<file path="src/rtl/pwr_nap_pkg.sv">
package pwr_nap_pkg;

  typedef enum logic [1:0] {
    NAP_AWAKE   = 2'd0,
    NAP_HOLDOFF = 2'd1,
    NAP_ASLEEP  = 2'd2,
    NAP_RESTART = 2'd3
  } nap_state_e;

  localparam int unsigned NAP_HOLD_BITS_DEF   = 15;
  localparam int unsigned NAP_SYNC_STAGES_DEF = 2;

endpackage

</file>
<file path="src/rtl/nap_sync.sv">
module nap_sync #(
  parameter int unsigned STAGES  = 2,
  parameter logic        RST_VAL = 1'b0
) (
  input  logic clk,
  input  logic rst_n,
  input  logic d,
  output logic q
);
  generate
    if (STAGES < 2) begin : g_single
      logic r_q;
      always_ff @(posedge clk or negedge rst_n) begin
        if (!rst_n) r_q <= RST_VAL;
        else        r_q <= d;
      end
      assign q = r_q;
    end else begin : g_chain
      logic [STAGES-1:0] chain_q;
      always_ff @(posedge clk or negedge rst_n) begin
        if (!rst_n) chain_q <= {STAGES{RST_VAL}};
        else        chain_q <= {chain_q[STAGES-2:0], d};
      end
      assign q = chain_q[STAGES-1];
    end
  endgenerate
endmodule

</file>
<file path="src/rtl/nap_req_regs.sv">
module nap_req_regs (
  input  logic clk,
  input  logic rst_n,
  input  logic a_we,
  input  logic a_wd,
  input  logic b_we,
  input  logic b_wd,
  input  logic ack,
  input  logic wake_evt,
  output logic bit_a,
  output logic bit_b,
  output logic req,
  output logic irq
);
  // a wake-up clears the request bits and beats any write in that cycle
  always_ff @(posedge clk or negedge rst_n) begin
    if (!rst_n) begin
      bit_a <= 1'b0;
      bit_b <= 1'b0;
    end else if (wake_evt) begin
      bit_a <= 1'b0;
      bit_b <= 1'b0;
    end else begin
      if (a_we) bit_a <= a_wd;
      if (b_we) bit_b <= b_wd;
    end
  end

  // a new wake event beats an acknowledge in the same cycle
  always_ff @(posedge clk or negedge rst_n) begin
    if (!rst_n)        irq <= 1'b0;
    else if (wake_evt) irq <= 1'b1;
    else if (ack)      irq <= 1'b0;
  end

  assign req = bit_a | bit_b;
endmodule

</file>
<file path="src/rtl/nap_holdoff.sv">
module nap_holdoff #(
  parameter int unsigned HOLD_BITS = 15
) (
  input  logic clk,
  input  logic rst_n,
  input  logic run,
  input  logic tick,
  output logic done
);
  localparam int unsigned CW = (HOLD_BITS < 2) ? 1 : $clog2(HOLD_BITS);
  localparam logic [CW-1:0] LAST = CW'(HOLD_BITS - 1);

  logic [CW-1:0] cnt_q;

  always_ff @(posedge clk or negedge rst_n) begin
    if (!rst_n)       cnt_q <= '0;
    else if (!run)    cnt_q <= '0;
    else if (tick)    cnt_q <= cnt_q + 1'b1;
  end

  assign done = run && tick && (cnt_q == LAST);
endmodule

</file>
<file path="src/rtl/nap_settle.sv">
module nap_settle #(
  parameter bit          FROM_PIN = 1'b1,
  parameter int unsigned CYCLES   = 64
) (
  input  logic clk,
  input  logic rst_n,
  input  logic run,
  input  logic pin_s,
  output logic ok
);
  generate
    if (FROM_PIN) begin : g_pin
      logic ok_q;
      always_ff @(posedge clk or negedge rst_n) begin
        if (!rst_n) ok_q <= 1'b0;
        else        ok_q <= run & pin_s;
      end
      assign ok = ok_q;
    end else begin : g_count
      localparam int unsigned SW = (CYCLES < 2) ? 1 : $clog2(CYCLES + 1);
      logic [SW-1:0] cnt_q;
      always_ff @(posedge clk or negedge rst_n) begin
        if (!rst_n)                  cnt_q <= '0;
        else if (!run)               cnt_q <= '0;
        else if (cnt_q != SW'(CYCLES)) cnt_q <= cnt_q + 1'b1;
      end
      assign ok = run && (cnt_q == SW'(CYCLES));
    end
  endgenerate
endmodule

</file>
<file path="src/rtl/nap_fsm.sv">
module nap_fsm
  import pwr_nap_pkg::*;
(
  input  logic       clk,
  input  logic       rst_n,
  input  logic       req,
  input  logic       busy,
  input  logic       irq_block,
  input  logic       pin_wake,
  input  logic       hold_done,
  input  logic       stable_ok,
  output nap_state_e state,
  output logic       wake_evt,
  output logic       hold_run,
  output logic       restart_run,
  output logic       osc_on,
  output logic       clk_on,
  output logic       asleep_flag
);
  nap_state_e st_q, st_d;
  logic       wake_cond;

  assign wake_cond = busy | pin_wake | ~req;

  always_comb begin
    st_d     = st_q;
    wake_evt = 1'b0;
    unique case (st_q)
      NAP_AWAKE: begin
        if (req && !busy && !irq_block) st_d = NAP_HOLDOFF;
      end
      NAP_HOLDOFF: begin
        if (wake_cond) begin
          st_d     = NAP_AWAKE;
          wake_evt = 1'b1;
        end else if (hold_done) begin
          st_d = NAP_ASLEEP;
        end
      end
      NAP_ASLEEP: begin
        if (wake_cond) begin
          st_d     = NAP_RESTART;
          wake_evt = 1'b1;
        end
      end
      NAP_RESTART: begin
        if (stable_ok) st_d = NAP_AWAKE;
      end
      default: st_d = NAP_AWAKE;
    endcase
  end

  always_ff @(posedge clk or negedge rst_n) begin
    if (!rst_n) st_q <= NAP_AWAKE;
    else        st_q <= st_d;
  end

  assign state       = st_q;
  assign hold_run    = (st_q == NAP_HOLDOFF);
  assign restart_run = (st_q == NAP_RESTART);
  assign osc_on      = (st_q != NAP_ASLEEP);
  assign clk_on      = (st_q == NAP_AWAKE) || (st_q == NAP_HOLDOFF);
  assign asleep_flag = (st_q == NAP_HOLDOFF) || (st_q == NAP_ASLEEP);
endmodule

</file>
<file path="src/rtl/pwr_nap_ctrl.sv">
module pwr_nap_ctrl
  import pwr_nap_pkg::*;
#(
  parameter int unsigned HOLD_BITS     = NAP_HOLD_BITS_DEF,
  parameter int unsigned SYNC_STAGES   = NAP_SYNC_STAGES_DEF,
  parameter bit          STABLE_PIN    = 1'b1,
  parameter int unsigned STABLE_CYCLES = 64
) (
  input  logic clk,
  input  logic rst_n,
  input  logic sleep_a_we,
  input  logic sleep_a_wd,
  input  logic sleep_b_we,
  input  logic sleep_b_wd,
  input  logic wake_irq_ack,
  input  logic irq_pending,
  input  logic rx_line,
  input  logic wake_pin,
  input  logic bit_tick,
  input  logic osc_stable,
  output logic osc_en,
  output logic clkout_en,
  output logic sleeping,
  output logic wake_irq,
  output logic sleep_a,
  output logic sleep_b
);
  logic       rx_s, pin_s, stab_s;
  logic       req, wake_evt, hold_run, restart_run, hold_done, stable_ok;
  nap_state_e state;

  nap_sync #(.STAGES(SYNC_STAGES), .RST_VAL(1'b1)) u_sync_rx (
    .clk(clk), .rst_n(rst_n), .d(rx_line), .q(rx_s));
  nap_sync #(.STAGES(SYNC_STAGES), .RST_VAL(1'b0)) u_sync_pin (
    .clk(clk), .rst_n(rst_n), .d(wake_pin), .q(pin_s));
  nap_sync #(.STAGES(SYNC_STAGES), .RST_VAL(1'b0)) u_sync_stab (
    .clk(clk), .rst_n(rst_n), .d(osc_stable), .q(stab_s));

  nap_req_regs u_regs (
    .clk(clk), .rst_n(rst_n),
    .a_we(sleep_a_we), .a_wd(sleep_a_wd),
    .b_we(sleep_b_we), .b_wd(sleep_b_wd),
    .ack(wake_irq_ack), .wake_evt(wake_evt),
    .bit_a(sleep_a), .bit_b(sleep_b), .req(req), .irq(wake_irq));

  nap_holdoff #(.HOLD_BITS(HOLD_BITS)) u_hold (
    .clk(clk), .rst_n(rst_n), .run(hold_run), .tick(bit_tick), .done(hold_done));

  nap_settle #(.FROM_PIN(STABLE_PIN), .CYCLES(STABLE_CYCLES)) u_settle (
    .clk(clk), .rst_n(rst_n), .run(restart_run), .pin_s(stab_s), .ok(stable_ok));

  nap_fsm u_fsm (
    .clk(clk), .rst_n(rst_n),
    .req(req), .busy(~rx_s), .irq_block(irq_pending | wake_irq),
    .pin_wake(pin_s), .hold_done(hold_done), .stable_ok(stable_ok),
    .state(state), .wake_evt(wake_evt),
    .hold_run(hold_run), .restart_run(restart_run),
    .osc_on(osc_en), .clk_on(clkout_en), .asleep_flag(sleeping));
endmodule

</file>
<file path="config.mk">
export PLATFORM = sky130hd
export DESIGN_NAME = pwr_nap_ctrl
export DESIGN_NICKNAME = d
export VERILOG_FILES = /design/src/rtl/pwr_nap_pkg.sv /design/src/rtl/nap_sync.sv /design/src/rtl/nap_req_regs.sv /design/src/rtl/nap_holdoff.sv /design/src/rtl/nap_settle.sv /design/src/rtl/nap_fsm.sv /design/src/rtl/pwr_nap_ctrl.sv
export SDC_FILE = /design/constraint.sdc
export NUM_CORES = 1
export LEC_CHECK = 0
export ABC_CLOCK_PERIOD_IN_PS = 2800
export BUFFER_PORTS_ARGS = -buffer_cell sky130_fd_sc_hd__buf_2
export CORE_MARGIN = 4
export CORE_UTILIZATION = 50
export CTS_CLUSTER_DIAMETER = 40
export CTS_CLUSTER_SIZE = 28
export DETAILED_ROUTE_END_ITERATION = 6
export MAX_ROUTING_LAYER = met4
export PLACE_DENSITY = 0.79
export SYNTH_ARGS = -nofsm -noshare
export SYNTH_HDL_FRONTEND = slang
export SYNTH_HIERARCHICAL = 1
export SYNTH_SLANG_ARGS = --single-unit
export TNS_END_PERCENT = 20
</file>
<file path="constraint.sdc">
create_clock -name clk -period 2.8 [get_ports clk]
set_input_delay 0.14 -clock clk [delete_from_list [all_inputs] [get_ports clk]]
set_output_delay 0.14 -clock clk [all_outputs]
set_load 0.005 [all_outputs]
</file>
==> results of run 1 <==
==> metrics by stage <==
stage,hold slack (ps),total power (W),cell area [um2],instances,setup WS [ps]
2_1_floorplan,-155.6,0.0005573,748.2,66,1338
3_3_place_gp,64.38,0.0006579,852.1,98,1269
3_5_place_dp,64.45,0.0006785,852.1,98,1161
4_1_cts,107.2,0.0008340,928.4,106,1153
5_1_grt,110.5,0.0009038,928.4,106,1000
6_report,111.8,0.0008191,928.4,106,1157
==> Yosys cell counts, drive strengths merged <==
cell type | instances | area (um2)
dfrtp | 14 | 350.3
ha | 7 | 87.58
inv | 7 | 26.28
nor2 | 5 | 18.77
a21oi | 4 | 23.77
mux2i | 4 | 40.04
nand2b | 3 | 18.77
nor2b | 3 | 18.77
or2 | 3 | 18.77
dfstp | 2 | 52.55
nand2 | 2 | 7.510
nand4 | 2 | 12.51
a21bo | 1 | 10.01
a21o | 1 | 7.510
a31oi | 1 | 6.260
and2 | 1 | 6.260
nand3 | 1 | 5.000
nand3b | 1 | 7.510
nor3b | 1 | 7.510
o21ai | 1 | 5.000
or3b | 1 | 8.760
xnor2 | 1 | 8.760
==> where the power goes <==
part           leakage (nW)  switching (W)  internal (W)
clock                0.0210      0.0000662     0.0000791
sequential            0.198      0.0000442      0.000287
combinational         0.257       0.000177      0.000165
total                 0.476       0.000288      0.000531
==> worst max path at each step <==
stage,startpoint,endpoint,cells past startpoint
finish,flip-flop,flip-flop,8
global route,flip-flop,u_fsm/state[0]$_DFFE_PN0P_,8
CTS,flip-flop,flip-flop,8
detailed placement,flip-flop,flip-flop,8
global placement,flip-flop,flip-flop,8
floorplan,u_regs/irq$_DFFE_PN0P_,flip-flop,5
==> per-layer routing <==
| metal | global-route usage, % | part of all wire [%] | up-vias |
|---|---|---|---|
| met5 | - | 0 | - |
| met4 | 4.972 | 0.90 | 0 |
| met3 | 5.859 | 5.0 | 2 |
| met2 | 26.37 | 54 | 12 |
| met1 | 17.60 | 40 | 232 |
| li1 | - | - | 266 |
==> flip-flops by register name (all words and copies together), names as in the netlist, named ones only <==
| register | cells |
|---|---|
| u_regs/irq | 1 |
| u_fsm/state | 1 |
| u_regs/bit_a | 1 |
| u_hold/cnt_q | 4 |
| u_settle/ok | 1 |
| u_sync_stab/g_chain.chain_q | 2 |
| u_sync_rx/g_chain.chain_q | 2 |
| u_regs/bit_b | 1 |
| u_sync_pin/g_chain.chain_q | 2 |
==> cell families after synthesis <==
group / synth area share, %
flops: 53.85
buf+inv: 3.512
xor+xnor: 1.171
mux: 5.351
compound gates: 7.023
fa+ha+maj: 11.71
simple gates: 17.39
==> area by class of cell <==
| type | instances | area share, % |
|---|---|---|
| Tap cell | 15 | 2.022 |
| Sequential cell | 16 | 43.40 |
| Inverter | 7 | 2.830 |
| Clock buffer | 4 | 3.908 |
| Timing Repair Buffer | 21 | 13.48 |
| Multi-Input combinational cell | 43 | 34.37 |
==> critical path: stages (launching register included) <==
cell and delay [ps]:
dfrtp_1 410, inv_1 130, ha_1 260, inv_1 100
nor2_1 120, nor2b_1 50, o21ai_1 210, nand3_1 130
mux2i_1 130
==> metrics.md, run 1 <==
| Metric | Value |
|---|---|
| Commonest non-fill, non-tap cell in the layout | `buf_2` |
| Slew HR | `72.17%` |
| Outcome | `complete, no violations` |
| Area grow syn2layout | `24.08%` |
| Final hold vios | `0` |
| Critical Path End Type | `flip-flop` |
| Die area | `2179 um2` |
| Die outline height | `46.69 um` |
| Largest net degree at the start of global routing | `17` |
| Ant diodes | `0` |
| Core area | `1350 um2` |
| Achievable Freq | `608.6 MHz` |
| Vias in the first global route | `552` |
| Setup violations, final | `0` |
| Filler cell count | `113` |
| Final GP Congestion | `around 0.84` |
| Nets@finish | `111` |
| Classification of the worst setup path | `reg2reg` |
| Initial antenna violation count | `0` |
| I/O pin cnt | `18` |
| Vias per cell | `4.830` |
| HP Start | `sleep_b_wd` |
| Reg2reg setup slack | `1160 ps` |
| Fraction of layout cells with a size suffix above 1 | `approximately 27%` |
| Crit path launch type | `flip-flop` |
| Clock-pin slew on the worst setup and hold paths | `90 ps` |
| Post-CTS Hold Fix Bufs | `4` |
| Crit path time final | `roughly 1600 ps` |
| Die X | `about 47 um` |
| Clock Sinks | `16` |
| Critical path arrival | `1820 ps` |
| Final HPWL DP | `roughly 1000 um` |
| Register Area | `between 400 and 500 um2` |
| Final Skew | `8.904 ps` |
| H-Tree Depth | `1` |
| Setup Buffers After CTS | `0` |
| Total Wirelength | `approximately 1300 um` |
| Pre-Repair DR Iteration Count | `3` |
| Initial Utilization | `55.42%` |
| Cts repair resizes | `0` |
| # DRC | `0` |
| Rows | `13` |
| Syn avg cell area | `between 10 and 15 um2` |
| TritonCTS buffer count | `3` |
| Post-Syn Nets | `85` |
| Reg2reg path depth | `8` |
| Worst Hold Depth | `3` |
| Seq/Total Area, Yosys | `53.85%` |
| GRT overflow | `0` |
| Pwr dens | `882.3 nW/um2` |
| Port Buffers | `17` |
| YS warnings | `6` |
| Leakage | `0.4759 nW` |
| Synth cell types | `24` |
| Overall via count from detail_route | `512` |
| Hold EP | `u_regs/bit_b$_DFFE_PN0P_` |
| DRT iter0 DRCs | `6` |
| Synth Cell Area | `748.2 um2` |
| First-pass GRT wire length | `about 2300 um` |
| Final cycle utilization of the critical path | `58.68%` |
| CTS tree | `done` |
| Fin util | `68.77%` |
| Max clock buf depth | `2` |
| Routed length per placed instance | `roughly 13 um` |
| Max Cap Viol | `0` |
| Global-route usage over all layers | `15.87%` |
| Worst skew pair latency | `280 ps` |
| Setup TNS Final | `0 ps` |
| ANT nets after route | `0` |
| Commonest cells after routing, fill and taps aside | `17 x buf_2, 14 x dfrtp_1, 7 x inv_1, 7 x ha_1, 5 x nor2_1` |
| Worst hold path class | `in2reg` |
| RSZ-0062 raised after global routing | `no` |
| Yosys reg bits | `16` |
| Area of the multi-input gates | `319.1 um2` |
| CP Max Fanout | `6` |
| Slew Viols, Final | `0` |
| Post-Syn Instances | `66` |
| Worst Path Required | `between 2000 and 3000 ps` |
| Worst vdd ir | `between 0.4 and 0.5 mV` |
| Least-Margin Pin Slew | `416.6 ps` |
| CTS root buf | `clkbuf_4` |
(Power assumes the default switching activity.)
==> run 2, diff against run 1 <==
--- a/config.mk
+++ b/config.mk
@@ -5,7 +5,7 @@
 export SDC_FILE = /design/constraint.sdc
 export NUM_CORES = 1
 export LEC_CHECK = 0
-export ABC_CLOCK_PERIOD_IN_PS = 2800
+export ABC_CLOCK_PERIOD_IN_PS = 1600
 export BUFFER_PORTS_ARGS = -buffer_cell sky130_fd_sc_hd__buf_2
 export CORE_MARGIN = 4
 export CORE_UTILIZATION = 50
==> constraint.sdc (replaced) <==
create_clock -name clk -period 1.6 [get_ports clk]
set_input_delay 0.08 -clock clk [delete_from_list [all_inputs] [get_ports clk]]
set_output_delay 0.08 -clock clk [all_outputs]
set_load 0.005 [all_outputs]
==> run 2 against run 1 <==
Net effect: clock skew is 3.8 ps lower; non-clock buffer count is 10 higher; count of clock-buffer cells in the layout stayed put; worst hold slack worse by 68 ps; core utilization is 6.2 points higher; cell count is 9.4% higher; sequential share of layout area is 3.6 points lower.
==> metrics.md, run 2 (synthesized netlist as in run 1, its figures left out) <==
| Metric | Value |
|---|---|
| Initial Utilization | `55.42%` |
| Clock Sinks | `16` |
| Critical path arrival | `1750 ps` |
| CP Cell Sequence | `or2_1, or3b_1, a21oi_2, nand3_1, mux2i_1` |
| Commonest non-fill, non-tap cell in the layout | `buf_2` |
| Setup TNS Final | `0 ps` |
| TritonCTS buffer count | `3` |
| Commonest cells after routing, fill and taps aside | `17 x buf_2, 14 x dfrtp_1, 9 x buf_4` |
| Achievable Freq | `~650 MHz` |
| Clock-pin slew on the worst setup and hold paths | `90 ps` |
| Setup violations, final | `0` |
| Slew Viols, Final | `0` |
| CP Max Fanout | `3` |
| Worst Path Required | `1810 ps` |
| CTS tree | `done` |
| CTS root buf | `clkbuf_4` |
| Total Wirelength | `1492 um` |
| Final Skew | `5.076 ps` |
| # DRC | `0` |
| Max clock buf depth | `2` |
| Classification of the worst setup path | `reg2reg` |
| First-pass GRT wire length | `2318 um` |
| Fraction of layout cells with a size suffix above 1 | `37.62%` |
| Slowest CP cell | `dfrtp_1` |
| Routed length per placed instance | `around 13 um` |
| Pwr dens | `1637 nW/um2` |
| Pre-Repair DR Iteration Count | `2` |
| I/O pin cnt | `18` |
| Global-route usage over all layers | `approximately 16%` |
| Worst skew pair latency | `290 ps` |
| ANT nets after route | `0` |
| Vias in the first global route | `565` |
| Worst vdd ir | `0.9150 mV` |
| Final setup margin | `52.97 ps` |
| Ant diodes | `0` |
| Die area | `2179 um2` |
| Leakage | `between 0.5 and 0.6 nW` |
| Overall via count from detail_route | `560` |
| Area grow syn2layout | `35.28%` |
| Port Buffers | `17` |
| Max Cap Viol | `0` |
| Final GP Congestion | `0.9124` |
| Initial antenna violation count | `0` |
| Final Total Pwr | `0.001657 W` |
| Crit path time final | `1547 ps` |
| Die outline height | `roughly 47 um` |
| Outcome | `complete, no violations` |
| Top reg by flops | `u_hold/cnt_q` |
| Die X | `approximately 47 um` |
| Slew HR | `about three quarters` |
| Crit path launch type | `flip-flop` |
| Crit-path leading delay family | `simple AND/OR/NAND/NOR gates` |
| Design Area, Final | `1012 um2` |
| DRT iter0 DRCs | `2` |
| Rows | `13` |
| Final hold vios | `0` |
| Worst hold path class | `in2reg` |
| GRT overflow | `0` |
| Final cycle utilization of the critical path | `between 90% and 100%` |
| Critical Path End Type | `flip-flop` |
| H-Tree Depth | `1` |
| Dpl ws | `86.42 ps` |
| Largest net degree at the start of global routing | `17` |
| Final HPWL DP | `1045 um` |
| Max reg flops | `4` |
| Vias per cell | `4.828` |
| CP max stage delay | `400 ps` |
| Least-Margin Pin Slew | `between 300 and 400 ps` |
| Core area | `about 1400 um2` |
| Nets@finish | `about 120` |
| Filler cell count | `93` |
| Fin util | `74.98%` |
| WP buf/inv | `0` |
| Area after DPL | `874.6 um2` |
[run 2: cell types whose count changed in the layout (fill, tap and decap cells not counted), sizes merged]
| cell | previous run | this run |
|---|---|---|
| buf | 17 | 27 |
[run 2: stage by stage]
| step | std cells | hold slack (ps) |
|---|---|---|
| 6_report | 116 | 43.56 |
| 5_1_grt | 116 | 60.49 |
| 4_1_cts | 110 | 34.69 |
| 3_5_place_dp | 101 | 7.454 |
| 3_3_place_gp | 101 | 1.898 |
| 2_1_floorplan | 66 | -215.6 |
[run 2: worst min-delay path, delay by kind of cell]
kind	cells	cell delay, ps
buf+inv	1	70
simple gates	1	90
mux	1	60
[run 2: final cells by class]
class,instances,area (um2),share of cell area (%)
Clock buffer,4,36.28,3.585
Multi-Input combinational cell,43,324.1,32.01
Timing Repair Buffer,31,203.9,20.15
Tap cell,15,18.77,1.854
Inverter,7,26.28,2.596
Sequential cell,16,402.9,39.80
[run 2: report_power, final]
group          internal [W]  switching, W
registers          0.000502     0.0000719
logic              0.000451      0.000367
clock network      0.000139      0.000126
[run 2: worst paths after layout]
| path | endpoint | startpoint | slack, ps | cells past startpoint |
|---|---|---|---|---|
| min in group asynchronous | u_sync_stab/g_chain.chain_q[0]$_DFF_PN0_ | rst_n | 210 | 2 |
| worst max-delay path | flip-flop | u_regs/irq$_DFFE_PN0P_ | 50 | 5 |
| worst min register to register | u_sync_stab/g_chain.chain_q[1]$_DFF_PN0_ | u_sync_stab/g_chain.chain_q[0]$_DFF_PN0_ | 370 | 0 |
| worst max register to register | flip-flop | u_regs/irq$_DFFE_PN0P_ | 50 | 5 |
| worst min-delay path | u_regs/bit_a$_DFFE_PN0P_ | sleep_a_wd | 40 | 3 |
| max in group asynchronous | u_sync_rx/g_chain.chain_q[1]$_DFF_PN1_ | rst_n | 1090 | 2 |
[run 2: what timing repair did]
action                                 in CTS  in global routing
setup endpoints to repair                   1                  3
buffers inserted                            1                  6
pin swaps                                   0                  4
gates resized for setup                     1                  3
hold buffers                                4                  0
endpoints found under the hold margin      19                  0
[run 2: metal layers]
| metal | vias up | routed length [um] | global-route usage, % |
|---|---|---|---|
| li1 | 287 | - | - |
| met1 | 258 | 641 | 19.51 |
| met2 | 11 | 765 | 24.73 |
| met3 | 4 | 54 | 2.344 |
| met4 | 0 | 30 | 12.71 |
| met5 | - | 0 | - |
==> run 3, diff against run 2 <==
--- a/config.mk
+++ b/config.mk
@@ -14,6 +14,7 @@
 export DETAILED_ROUTE_END_ITERATION = 6
 export MAX_ROUTING_LAYER = met4
 export PLACE_DENSITY = 0.79
+export RECOVER_POWER = 50
 export SYNTH_ARGS = -nofsm -noshare
 export SYNTH_HDL_FRONTEND = slang
 export SYNTH_HIERARCHICAL = 1
==> run 3 against run 2 <==
Net effect: combinational power hardly changed; clock power about the same; core utilization decreased by 0.093 points; die area did not move; critical path depth unchanged; final area is 0.12% lower; first-iteration DRC count stayed put; sequential power is essentially flat; global-route usage did not move; sequential share of layout area barely moved; count of clock-buffer cells in the layout unchanged; total power about the same; largest cell class unchanged; highest routed layer unchanged.
==> metrics.md, run 3 (synthesized netlist as in run 1, its figures left out) <==
| Metric | Value |
|---|---|
| Psw | `~0.00057 W` |
| Area grow syn2layout | `35.12%` |
| CTS tree | `done` |
| Vias per cell | `4.828` |
| CP Cell Sequence | `or2_1, or3b_1, a21oi_2, nand3_1, mux2i_1` |
| Initial antenna violation count | `0` |
| First-pass GRT wire length | `between 2000 and 2500 um` |
| Crit path time final | `1547 ps` |
| DRT iter0 DRCs | `2` |
| Routed length per placed instance | `approximately 13 um` |
| Pre-Repair DR Iteration Count | `2` |
| Die X | `46.69 um` |
| Max clock buf depth | `2` |
| Final cycle utilization of the critical path | `96.69%` |
| Critical path arrival | `1750 ps` |
| Top reg by flops | `u_hold/cnt_q` |
| CTS root buf | `clkbuf_4` |
| Crit path launch type | `flip-flop` |
| Gr busiest metal | `met2` |
| Final HPWL DP | `1045 um` |
| Combinational power share | `about half` |
| Outcome | `complete, no violations` |
| Critical Path End Type | `flip-flop` |
| Total Wirelength | `roughly 1500 um` |
| Vias in the first global route | `565` |
| Clock power frac | `16.0%` |
| Worst Path Required | `1810 ps` |
| Max reg flops | `4` |
| Switching Share | `34.12%` |
| Final GP Congestion | `0.9124` |
| Initial Utilization | `~55%` |
| Final hold vios | `0` |
| Slew HR | `44.76%` |
| Overall via count from detail_route | `560` |
| H-Tree Depth | `1` |
| Largest net degree at the start of global routing | `17` |
| I/O pin cnt | `18` |
| Design Area, Final | `1011 um2` |
| Worst hold slack | `43.51 ps` |
| Worst skew pair latency | `290 ps` |
| Clock Sinks | `16` |
| Classification of the worst setup path | `reg2reg` |
| Pwr dens | `~1600 nW/um2` |
| Fin util | `74.88%` |
| GR met2 Demand/Resource | `24.73%` |
| Global-route usage over all layers | `around 16%` |
| Rows | `13` |
| Slew Viols, Final | `0` |
| Met1 Usage GRT | `around a fifth` |
| Die outline height | `around 47 um` |
| Ant diodes | `0` |
| Clock-pin slew on the worst setup and hold paths | `about 90 ps` |
| CP max stage delay | `400 ps` |
| GRT overflow | `0` |
| Achievable Freq | `646.4 MHz` |
| Core area | `1350 um2` |
| Final Total Pwr | `0.001657 W` |
| Setup violations, final | `0` |
| CP Max Fanout | `3` |
| Fraction of layout cells with a size suffix above 1 | `36.63%` |
| Max Cap Viol | `0` |
| TritonCTS buffer count | `3` |
| Die area | `around 2200 um2` |
| Worst hold path class | `in2reg` |
| Int Pwr | `0.001092 W` |
| Commonest non-fill, non-tap cell in the layout | `buf_2` |
| Worst vdd ir | `0.9149 mV` |
| # DRC | `0` |
| Seq pwr share | `34.6%` |
| Nets@finish | `121` |
| Area after DPL | `874.6 um2` |
| Least-Margin Pin Slew | `828.6 ps` |
| ANT nets after route | `0` |
| Slowest CP cell | `dfrtp_1` |
| Leakage | `0.5195 nW` |
| Commonest cells after routing, fill and taps aside | `16 x buf_2, 14 x dfrtp_1, 9 x buf_4` |
| Port Buffers | `17` |
| Final Skew | `5.075 ps` |
| GRT met3 Usage | `2.344%` |
==> run 3: critical path: cells and delay by family (launching register included) <==
kind	cells	cell delay (ps)
AOI/OAI and AO/OA	1	180
DFF	1	400
muxes	1	180
and+or+nand+nor	3	710
==> run 3: layout make-up <==
class | count | area (um2)
Inverter | 7 | 26.28
Timing Repair Buffer | 31 | 202.7
Fill cell | 94 | 339.1
Clock buffer | 4 | 36.28
Sequential cell | 16 | 402.9
Multi-Input combinational cell | 43 | 324.1
Tap cell | 15 | 18.77
==> run 3: metal layers <==
metal / wire length (um) / part of all wire [%] / vias up
li1: - / - / 287
met1: 641 / 43 / 258
met2: 765 / 51 / 11
met3: 54 / 3.6 / 4
met4: 30 / 2.0 / 0
met5: 0 / 0 / -
==> run 3: metrics by stage <==
step                      std cells  setup TNS, ps  worst slack (ps)
final                           116              0             52.97
after detailed placement        101              0             86.42
after global placement          101              0             103.6
after CTS                       110              0             12.30
after global routing            116         -7.940            -7.940
after floorplan                  66              0             137.6
==> run 3: path summary, 6_finish.rpt <==
check | from | endpoint | slack (ps) | cells past startpoint
worst max-delay path | u_regs/irq$_DFFE_PN0P_ | flip-flop | 50 | 5
worst min-delay path | sleep_a_wd | u_regs/bit_a$_DFFE_PN0P_ | 40 | 3
worst max register to register | u_regs/irq$_DFFE_PN0P_ | flip-flop | 50 | 5
worst min register to register | u_sync_stab/g_chain.chain_q[0]$_DFF_PN0_ | u_sync_stab/g_chain.chain_q[1]$_DFF_PN0_ | 370 | 0
max in group asynchronous | rst_n | u_hold/cnt_q[2]$_DFFE_PN0P_ | 700 | 2
min in group asynchronous | rst_n | u_sync_stab/g_chain.chain_q[0]$_DFF_PN0_ | 390 | 2
==> run 3: power by group through the flow <==
stage          Clock, W  Sequential (W)  Combinational, W
2_1_floorplan         0        0.000578          0.000397
3_5_place_dp          0        0.000583          0.000649
5_1_grt        0.000290        0.000589          0.000914
6_report       0.000265        0.000574          0.000818
3_3_place_gp          0        0.000572          0.000625
4_1_cts        0.000277        0.000570          0.000681
==> run 3: what timing repair did <==
action / in CTS / in global routing
setup endpoints to repair: 1 / 3
hold buffers: 4 / 0
gates resized for setup: 1 / 3
endpoints found under the hold margin: 19 / 0
pin swaps: 0 / 4
gates cloned: 0 / 0
buffers inserted: 1 / 6
